[src/rtl/olp_pkg.sv]
package olp_pkg;

  typedef enum logic [1:0] {
    CAUSE_NONE     = 2'b00,
    CAUSE_OVERCUR  = 2'b01,
    CAUSE_INRUSH   = 2'b10,
    CAUSE_HP_DWELL = 2'b11
  } cause_e;

  // Leaky step: rise by up when above threshold, fall by dn otherwise, floor at zero.
  function automatic int unsigned leak_next(input int unsigned cur, input logic above,
                                            input int unsigned up, input int unsigned dn);
    if (above) return cur + up;
    if (cur > dn) return cur - dn;
    return 0;
  endfunction

  // Dwell outranks inrush outranks overcurrent (inrush and the other two are exclusive by phase).
  function automatic cause_e pick_cause(input logic oc, input logic inr, input logic dw);
    if (dw)  return CAUSE_HP_DWELL;
    if (inr) return CAUSE_INRUSH;
    if (oc)  return CAUSE_OVERCUR;
    return CAUSE_NONE;
  endfunction

endpackage

[src/rtl/olp_leaky_timer.sv]
module olp_leaky_timer
  import olp_pkg::*;
#(
  parameter int unsigned LIMIT = 960,
  parameter int unsigned UP    = 16,
  parameter int unsigned DOWN  = 1
) (
  input  logic clk,
  input  logic rst_n,
  input  logic clr,
  input  logic run,
  input  logic tick,
  input  logic above,
  output logic trip
);
  localparam int unsigned CW = $clog2(LIMIT + UP + 1);
  localparam logic [CW-1:0] UP_C   = CW'(UP);
  localparam logic [CW-1:0] DOWN_C = CW'(DOWN);

  logic [CW-1:0] cnt_q;
  logic          step;
  int unsigned   nxt;

  assign step = run && tick;

  always_comb nxt = leak_next(32'(cnt_q), above, UP, DOWN);

  assign trip = step && above && (nxt >= LIMIT);

  always_ff @(posedge clk or negedge rst_n) begin
    if (!rst_n)     cnt_q <= '0;
    else if (clr)   cnt_q <= '0;
    else if (step)  cnt_q <= CW'(nxt);
  end

  a_r4_rise: assert property (@(posedge clk) disable iff (!rst_n)
    step && above |=> cnt_q == $past(cnt_q) + UP_C);
  a_r4_fall: assert property (@(posedge clk) disable iff (!rst_n)
    step && !above && cnt_q >= DOWN_C |=> cnt_q == $past(cnt_q) - DOWN_C);
  a_r5_floor: assert property (@(posedge clk) disable iff (!rst_n)
    step && !above && cnt_q == '0 |=> cnt_q == '0);
  a_r6_hold: assert property (@(posedge clk) disable iff (!rst_n)
    !step && !clr |=> $stable(cnt_q));

endmodule

[src/rtl/olp_inrush_window.sv]
module olp_inrush_window #(
  parameter int unsigned RAMP   = 5,
  parameter int unsigned WINDOW = 75
) (
  input  logic clk,
  input  logic rst_n,
  input  logic clr,
  input  logic run,
  input  logic tick,
  input  logic gate_full,
  output logic gate_on,
  output logic trip
);
  localparam int unsigned IW = $clog2(WINDOW + 1);
  localparam logic [IW-1:0] RAMP_C = IW'(RAMP);
  localparam logic [IW-1:0] LAST_C = IW'(WINDOW - 1);
  localparam logic [IW-1:0] WIN_C  = IW'(WINDOW);

  logic [IW-1:0] icnt_q;
  logic          gate_on_q;
  logic          promote;

  assign promote = run && gate_full && (icnt_q >= RAMP_C);
  assign trip    = run && tick && !promote && (icnt_q == LAST_C);
  assign gate_on = gate_on_q;

  always_ff @(posedge clk or negedge rst_n) begin
    if (!rst_n) begin
      icnt_q    <= '0;
      gate_on_q <= 1'b0;
    end else if (clr) begin
      icnt_q    <= '0;
      gate_on_q <= 1'b0;
    end else begin
      if (run && tick && icnt_q < WIN_C) icnt_q <= icnt_q + 1'b1;
      if (promote) gate_on_q <= 1'b1;
    end
  end

  a_r2_no_early: assert property (@(posedge clk) disable iff (!rst_n)
    !gate_on_q && icnt_q < RAMP_C |=> !gate_on_q);
  a_r1_sticky: assert property (@(posedge clk) disable iff (!rst_n)
    gate_on_q && !clr |=> gate_on_q);
  a_r3_bound: assert property (@(posedge clk) disable iff (!rst_n)
    icnt_q <= WIN_C);

endmodule

[src/rtl/olp_dwell_check.sv]
module olp_dwell_check #(
  parameter int unsigned DWELL = 15
) (
  input  logic clk,
  input  logic rst_n,
  input  logic clr,
  input  logic run,
  input  logic tick,
  input  logic in_limit,
  output logic trip
);
  localparam int unsigned DW = $clog2(DWELL + 2);
  localparam logic [DW-1:0] DWELL_C = DW'(DWELL);

  logic [DW-1:0] dcnt_q;
  logic          step;

  assign step = run && tick;
  assign trip = step && in_limit && (dcnt_q == DWELL_C);

  always_ff @(posedge clk or negedge rst_n) begin
    if (!rst_n)            dcnt_q <= '0;
    else if (clr || !run)  dcnt_q <= '0;
    else if (step)         dcnt_q <= in_limit ? dcnt_q + 1'b1 : '0;
  end

  a_r7_restart: assert property (@(posedge clk) disable iff (!rst_n)
    step && !in_limit |=> dcnt_q == '0);
  a_r7_bound: assert property (@(posedge clk) disable iff (!rst_n)
    dcnt_q <= DWELL_C + 1'b1);

endmodule

[src/rtl/olp_guard.sv]
module olp_guard
  import olp_pkg::*;
#(
  parameter int unsigned OC_LIMIT  = 960,
  parameter int unsigned OC_UP     = 16,
  parameter int unsigned OC_DOWN   = 1,
  parameter int unsigned RAMP_MS   = 5,
  parameter int unsigned WINDOW_MS = 75,
  parameter int unsigned DWELL_MS  = 15
) (
  input  logic       clk,
  input  logic       rst_n,
  input  logic       en,
  input  logic       tick_ms,
  input  logic       above_cut,
  input  logic       in_limit,
  input  logic       gate_full,
  input  logic       hp_class,
  output logic       lim_sel,
  output logic       fault_pulse,
  output logic [1:0] fault_cause
);
  cause_e cause_q;
  cause_e next_cause;
  logic   pulse_q;
  logic   clr;
  logic   faulted;
  logic   gate_on;
  logic   run_inrush;
  logic   run_class;
  logic   run_dwell;
  logic   oc_trip;
  logic   inr_trip;
  logic   dw_trip;

  assign clr        = !en;
  assign faulted    = (cause_q != CAUSE_NONE);
  assign run_inrush = en && !faulted && !gate_on;
  assign run_class  = en && !faulted && gate_on;
  assign run_dwell  = run_class && hp_class;

  olp_inrush_window #(.RAMP(RAMP_MS), .WINDOW(WINDOW_MS)) u_inrush (
    .clk(clk), .rst_n(rst_n), .clr(clr), .run(run_inrush), .tick(tick_ms),
    .gate_full(gate_full), .gate_on(gate_on), .trip(inr_trip)
  );

  olp_leaky_timer #(.LIMIT(OC_LIMIT), .UP(OC_UP), .DOWN(OC_DOWN)) u_oc (
    .clk(clk), .rst_n(rst_n), .clr(clr), .run(run_class), .tick(tick_ms),
    .above(above_cut), .trip(oc_trip)
  );

  olp_dwell_check #(.DWELL(DWELL_MS)) u_dwell (
    .clk(clk), .rst_n(rst_n), .clr(clr), .run(run_dwell), .tick(tick_ms),
    .in_limit(in_limit), .trip(dw_trip)
  );

  always_comb next_cause = pick_cause(oc_trip, inr_trip, dw_trip);

  always_ff @(posedge clk or negedge rst_n) begin
    if (!rst_n) begin
      cause_q <= CAUSE_NONE;
      pulse_q <= 1'b0;
    end else if (clr) begin
      cause_q <= CAUSE_NONE;
      pulse_q <= 1'b0;
    end else if (!faulted && next_cause != CAUSE_NONE) begin
      cause_q <= next_cause;
      pulse_q <= 1'b1;
    end else begin
      pulse_q <= 1'b0;
    end
  end

  assign lim_sel     = gate_on;
  assign fault_pulse = pulse_q;
  assign fault_cause = cause_q;

  a_r9_single_pulse: assert property (@(posedge clk) disable iff (!rst_n)
    fault_pulse |=> !fault_pulse);
  a_r9_pulse_has_cause: assert property (@(posedge clk) disable iff (!rst_n)
    fault_pulse |-> fault_cause != 2'b00);
  a_r9_cause_hold: assert property (@(posedge clk) disable iff (!rst_n)
    en && fault_cause != 2'b00 |=> $stable(fault_cause));
  a_r10_clear: assert property (@(posedge clk) disable iff (!rst_n)
    !en |=> fault_cause == 2'b00 && !lim_sel && !fault_pulse);
  a_r3_inrush_phase: assert property (@(posedge clk) disable iff (!rst_n)
    fault_pulse && fault_cause == 2'b10 |-> !lim_sel);
  a_r6_class_phase: assert property (@(posedge clk) disable iff (!rst_n)
    fault_pulse && fault_cause[0] |-> lim_sel);
  a_r1_sel_sticky: assert property (@(posedge clk) disable iff (!rst_n)
    en && lim_sel |=> lim_sel);

endmodule

[config.mk]
export PLATFORM = sky130hd
export DESIGN_NAME = olp_guard
export DESIGN_NICKNAME = d
export VERILOG_FILES = /design/src/rtl/olp_pkg.sv /design/src/rtl/olp_leaky_timer.sv /design/src/rtl/olp_inrush_window.sv /design/src/rtl/olp_dwell_check.sv /design/src/rtl/olp_guard.sv
export SDC_FILE = /design/constraint.sdc
export NUM_CORES = 1
export LEC_CHECK = 0
export BUFFER_PORTS_ARGS = -buffer_cell sky130_fd_sc_hd__buf_2
export CAP_MARGIN = 20
export CELL_PAD_IN_SITES_DETAIL_PLACEMENT = 0
export CELL_PAD_IN_SITES_GLOBAL_PLACEMENT = 1
export CORE_MARGIN = 8
export CORE_UTILIZATION = 42
export DETAILED_ROUTE_END_ITERATION = 6
export PLACE_DENSITY = 0.88
export SYNTH_ARGS = -nofsm -noshare
export SYNTH_HDL_FRONTEND = slang
export SYNTH_SLANG_ARGS = --single-unit
export TNS_END_PERCENT = 100
[constraint.sdc]
create_clock -name clk -period 1.7 [get_ports clk]
set_clock_uncertainty 0.05 [all_clocks]
set_input_delay 0.34 -clock clk [delete_from_list [all_inputs] [get_ports clk]]
set_output_delay 0.34 -clock clk [all_outputs]
set_load 0.01 [all_outputs]
# Yosys cells after proc, flatten, opt, wreduce, memory -nomap -nowiden
# Cells that the tools add are included.
# W data, S select, Z words.
[classes]
n_shift = 0
mul = 0
addsub = 4
n_bitwise = 0
reduce_logical = 26
order_cmp = 4
mux = 32
div = 0
n_eq_ne = 6
[ops]
columns = ["op", "count"]
rows = [
  ["$mux W32", 4],
  ["$ge A32 B10 Y1 const B", 1],
  ["$mux W10", 2],
  ["$logic_and A1 B1 Y1", 17],
  ["$mux W2", 8],
  ["$mux W5", 3],
  ["$mux W7", 2],
  ["$mux W1", 13],
  ["$add A10 B5 Y11 const B", 1],
  ["$sub A10 B1 Y11 const B", 1],
  ["$gt A10 B1 Y1 const B", 1],
  ["$ne A2 B1 Y1 const B", 4],
  ["$add A7 B1 Y7 const B", 1],
  ["$eq A7 B7 Y1 const B", 1],
  ["$ge A7 B3 Y1 const B", 1],
  ["$lt A7 B7 Y1 const B", 1],
  ["$reduce_bool A2 Y1", 3],
  ["$add A5 B1 Y5 const B", 1],
  ["$eq A5 B4 Y1 const B", 1],
  ["$logic_not A1 Y1", 5],
  ["$logic_or A1 B1 Y1", 1],
]
[totals]
latchBits = 0
register_bits = 26
ramBits = 0
memories = 0
rom_bits = 0

# Longest topological paths before layout
[logic_depth]
depth_word = 20
mapped_depth = 8
mapped_depth_nobuf = 7

# By module
# Synthesis repeated with hierarchy kept, for this count alone.
[hier_totals]
cells_unflattened = 207
area_unflattened_um2 = 1871.8
[modules_own_cells]
columns = ["module", "seq_area_each_um2", "instances", "area_per_inst_um2", "cells_per_inst"]
rows = [
  ["olp_leaky_timer", 250.2, 1, 904.6, 105],
  ["olp_inrush_window", 200.2, 1, 534.3, 56],
  ["olp_dwell_check", 125.1, 1, 276.5, 30],
  ["olp_guard", 75.1, 1, 156.4, 16],
]

# Worst setup path after synthesis
# Ideal clock, no wire load.
[synth_path]
path_kind = "flip-flop to flip-flop"
startpoint = "register u_oc.cnt_q[5]"
endpoint = "register u_oc.cnt_q[2]"
t_arrival_ns = 1.628
setup_slack_ns = -0.042
synth_period_minus_slack_ns = 1.742
path_buffers = 1
setup_ns = 0.064
required_time_ns = 1.586
path_stages_with_launch = 9
path_cell_list = "dfrtp_1 buf_2 inv_1 ha_1 and2_1 o2111ai_2 nand2_1 nor3b_1 a31o_2"
[synth_via]
elab_chain_len = 7
elab_cells_between_ends = 8
[synth_lines]
columns = ["element", "line", "rtl"]
rows = [
  ["start, declared", "olp_leaky_timer.sv:20", "logic [CW-1:0] cnt_q;"],
  ["start signal, assigned", "olp_leaky_timer.sv:33", "else if (step) cnt_q <= CW'(nxt);"],
  ["$gt A10 B1 Y1 *", "olp_pkg.sv:14", "if (cur > dn) return cur - dn;"],
  ["$mux W1 (2 in series)", "olp_pkg.sv:14", ""],
  ["$mux W32 *", "olp_pkg.sv:15", "return 0;"],
  ["$mux W32 *", "olp_pkg.sv:14", ""],
  ["$mux W10 *", "olp_leaky_timer.sv:33", ""],
  ["$mux W10 *", "olp_leaky_timer.sv:32", "else if (clr) cnt_q <= '0;"],
]
# Every way passes the cells marked *; elsewhere a longest branch is shown, timed or not. The select of a mux whose other input is x is not followed.
# A chain may end at the register's enable or synchronous reset.

# Worst setup path in the final report
[layout_path]
startpoint = "register u_oc.cnt_q[5]"
endpoint = "register cause_q[0], in the netlist fault_cause[0]"
[layout_via]
elab_chain_len = 16
elab_cells_between_ends = 23
[layout_lines]
columns = ["element", "line", "rtl"]
rows = [
  ["$add A10 B5 Y11 / $gt A10 B1 Y1 (equally long branches)", "olp_pkg.sv:13, olp_pkg.sv:14", ""],
  ["$mux W32 / $mux W1 (equally long branches)", "olp_pkg.sv:13, olp_pkg.sv:14", ""],
  ["$mux W32 / $mux W1 (equally long branches)", "olp_pkg.sv:14", ""],
  ["$mux W32", "olp_pkg.sv:15", ""],
  ["$mux W32 *", "olp_pkg.sv:14", ""],
  ["$ge A32 B10 Y1 *", "olp_leaky_timer.sv:28", "assign trip = step && above && (nxt >= LIMIT);"],
  ["$logic_and A1 B1 Y1 *", "olp_leaky_timer.sv:28", ""],
  ["$mux W1 (2 in series)", "olp_pkg.sv:22", "if (oc) return CAUSE_OVERCUR;"],
  ["$mux W1", "olp_pkg.sv:21", "if (inr) return CAUSE_INRUSH;"],
  ["$mux W2 *", "olp_pkg.sv:23", "return CAUSE_NONE;"],
  ["$mux W2 *", "olp_pkg.sv:22", ""],
  ["$mux W2 *", "olp_pkg.sv:21", ""],
  ["$reduce_bool A2 Y1", "olp_guard.sv:66", "end else if (!faulted && next_cause != CAUSE_NONE) begin"],
  ["$logic_and A1 B1 Y1", "olp_guard.sv:66", ""],
  ["$ne A2 B1 Y1 (no line)", "-", ""],
  ["end signal, assigned", "olp_guard.sv:67", "cause_q <= next_cause;"],
  ["end, declared", "olp_guard.sv:23", "cause_e cause_q;"],
]
# Marked as above.

==> results.sh <==
export IMPL_postRouteWirelength_um=4750
export IMPL_critPathMaxFanout=7
export IMPL_post_route_min_period_ns=1.78
export IMPL_via_count=1688
export IMPL_die_wd_um=81.9
export IMPL_unrepaired_setup_endpoints_after_global_routing="true"
export IMPL_cts_root_buf="sky130_fd_sc_hd__clkbuf_8"
export IMPL_core_area_mm2=0.00426
export IMPL_drc=0
export IMPL_max_cap_violations=0
export IMPL_final_hold_viol_count=0
export IMPL_power_density_mw_per_mm2=471
export IMPL_io_pin_count=12
export IMPL_grt_use_total_pct=14.3
export IMPL_h_tree_levels=1
export IMPL_min_delay_path_class="input pin to async pin"
export IMPL_worst_path_max_delay_cell="sky130_fd_sc_hd__dfrtp_1"
export IMPL_async_set_or_reset_register_ratio_after_synthesis_pct=100
export IMPL_leakage_nw=1.06
export IMPL_setup_slack_ns=-0.0816
export IMPL_floorplan_initialDensity_pct=42.8
export IMPL_globalRoute_totalOverflow=0
export IMPL_design_die_area_mm2=0.00670
export IMPL_vdd_drop_max_v=0.000349
export IMPL_nets=265
export IMPL_antenna_found_initial=0
export IMPL_cp_bufs_invs=1
export IMPL_port_buffer_count=11
export IMPL_slowest_stage_delay_on_critical_path_ns=0.44
export IMPL_post_synth_cell_area_avg_um2=9.02
export IMPL_postSynth_topFlopCell="sky130_fd_sc_hd__dfrtp_1"
export IMPL_worst_r2r_startpoint="u_oc.cnt_q[5]"
export IMPL_worst_setup_path_startpoint="u_oc.cnt_q[5]"
export IMPL_number_of_flops_mapped_to_enable_cells_by_yosys=0
export IMPL_cts_tree="yes"
export IMPL_fin_crit_sh_pct=105
export IMPL_layout_common_cells="30 x sky130_fd_sc_hd__buf_4, 23 x sky130_fd_sc_hd__dfrtp_1, 22 x sky130_fd_sc_hd__nand2_1, 12 x sky130_fd_sc_hd__inv_1, 11 x sky130_fd_sc_hd__buf_2"
export IMPL_dr_pass1_iters=4
export IMPL_slew_viol_final=0
export IMPL_first_iter_violations=119
export IMPL_cp_num_cells=6
export IMPL_timing_critical_path_from_type="flop"
export IMPL_status="complete, but fails checks"
export IMPL_synth_nets=219
export IMPL_fp_dieH_um=81.9
export IMPL_seq_area_frac_synth_pct=35.7
export IMPL_drive_gt1_share_pct=37.7
export IMPL_detailedPlacementHpwl_um=3220
export IMPL_timing_critical_path_cells="buf_6 -> nand2_1 -> or3_4 -> a211oi_4 -> o2111ai_4 -> o311ai_1"
export IMPL_final_common_cell="sky130_fd_sc_hd__buf_4"
export IMPL_timing_critical_path_to_type="flop"
export IMPL_fmax_mhz=561
export IMPL_totalPowerFinal_mw=1.15
export IMPL_cp_data_arrival_time_ns=1.91
export IMPL_cts_sink_count=26
export IMPL_failed_checks="setup timing"
export IMPL_synth_distinct_cells=56
export IMPL_worst_slew_margin_rel_pct=58.4
export IMPL_synth_ff_latch_count=26
export IMPL_finalHoldWorstSlack_ns=0.0173
export IMPL_ctsLongestPathBuffers=2
export IMPL_antenna_diode_count=0
export IMPL_number_of_global_route_vias_before_repair=1660
export IMPL_grt_max_degree=27
export IMPL_rows=24
export IMPL_critPathTopFamily="compound AO/OA/AOI/OAI gates"
export IMPL_ys_warn_count=0
export IMPL_clk_insertion_delay_late_ns=0.27
export IMPL_avg_wl_per_cell_um=15.9
export IMPL_actual_transition_at_the_worst_max_transition_pin_ns=0.623
export IMPL_synth_cell_area_mm2=0.00182
export IMPL_post_cts_hold_buffer_count=0
export IMPL_cts_reportedPaths_clkPinSlew_ns=0.10
export IMPL_total_neg_setup_slack_ns=-0.218
export IMPL_area_delta_synth_final_pct=33.6
export IMPL_worstSetupPathType="flop to flop"
export IMPL_tritoncts_num_buffers=3
export IMPL_grt_first_pass_wirelength_um=7670
export IMPL_drt_vias_per_instance=5.65
export IMPL_number_of_cells_on_the_worst_reg_to_reg_path=6
export IMPL_finalSetupViolations=6
export IMPL_drtAntennaViolNets=0
export IMPL_post_synth_inst_count=202
export IMPL_place_gp_congestion=0.845
export IMPL_worst_endpoint_required_ns=1.83
[cell usage after synthesis (all sizes together), types with 3 or more instances]
master,number,share of area (%)
nor3,9,2.5
o2111ai,3,2.1
xnor2,3,1.4
nand3,9,3.4
nor4,3,1.4
nor3b,3,1.2
dfrtp,26,36
buf,7,2.7
nand2,24,4.9
and2,7,2.5
nand4,5,1.7
o21ai,21,5.8
inv,14,2.9
ha,9,6.2
a21oi,5,1.4
nor2,10,2.2
and4bb,3,2.3
and3,4,1.4
xor2,4,1.9
[layer usage]
| layer | GRT usage (%) | wire length [um] | vias to the layer above |
|---|---|---|---|
| met1 | 18.6 | 2130 | 830 |
| met4 | 4.21 | 42 | 0 |
| li1 | - | - | 823 |
| met5 | 0 | 0 | - |
| met3 | 2.19 | 193 | 7 |
| met2 | 23.9 | 2380 | 28 |
[report_power, final]
group          total (mW)  switching (mW)  internal [mW]
Combinational      0.0993          0.0608         0.0386
Sequential          0.637          0.0120          0.625
Clock               0.411           0.203          0.207
Total                1.15           0.276          0.871
[worst paths after layout]
kind / endpoint / slack (ns)
max in group asynchronous: u_oc.cnt_q[0] / 1.13
max reg2reg: fault_cause[0] / -0.08
min in group clk: u_inrush.gate_on / 0.29
min reg2reg: u_dwell.dcnt_q[4] / 0.44
min: u_oc.cnt_q[8] / 0.02
max: fault_cause[0] / -0.08
[through the flow]
stage / utilization, % / area (um^2) / instances / worst slack, ns
finish: 57.1 / 2430 / 299 / -0.0816
global route: 57.1 / 2430 / 299 / -0.171
CTS: 54.1 / 2310 / 297 / -0.0463
detailed placement: 50.7 / 2160 / 288 / -0.101
global placement: 50.7 / 2160 / 288 / -0.103
floorplan: - / 1860 / 202 / 0.00790
[worst reg2reg max path, cell delays in order (launching register included)]
cell and delay [ns]:
sky130_fd_sc_hd__dfrtp_1 0.44, sky130_fd_sc_hd__buf_6 0.16, sky130_fd_sc_hd__nand2_1 0.10, sky130_fd_sc_hd__or3_4 0.36
sky130_fd_sc_hd__a211oi_4 0.28, sky130_fd_sc_hd__o2111ai_4 0.16, sky130_fd_sc_hd__o311ai_1 0.12
[cells by family (layout without fill, tap and decap cells)]
| logic type | Yosys count | after routing | synth area share (%) |
|---|---|---|---|
| compound gates | 51 | 51 | 19.7 |
| mux | 3 | 3 | 1.72 |
| flops | 26 | 26 | 35.7 |
| xor+xnor | 7 | 7 | 3.36 |
| buf+inv | 21 | 66 | 5.63 |
| simple gates | 85 | 85 | 27.7 |
| fa+ha+maj | 9 | 9 | 6.18 |
[layout make-up]
| cell class | count | area (um^2) |
|---|---|---|
| Multi-Input combinational cell | 155 | 1240 |
| Sequential cell | 26 | 654 |
| Timing Repair Buffer | 48 | 368 |
| Clock buffer | 4 | 55.1 |
| Tap cell | 52 | 65.1 |
| Inverter | 14 | 52.6 |
| Fill cell | 391 | 1830 |
[flip-flops by register name, indices dropped and copies added, names as in the netlist]
| name | count |
|---|---|
| u_inrush.gate_on | 1 |
| u_inrush.icnt_q | 7 |
| u_oc.cnt_q | 10 |
| fault_cause | 2 |
| fault_pulse | 1 |
| u_dwell.dcnt_q | 5 |
[timing repair]
action | 4_1_cts | 5_1_grt
hold endpoints to repair | 0 | 0
gates resized for setup | 13 | 32
setup endpoints to repair | 7 | 13
pin swaps | 7 | 6
setup buffers | 5 | 2
Power figures use the tool's default switching activity.
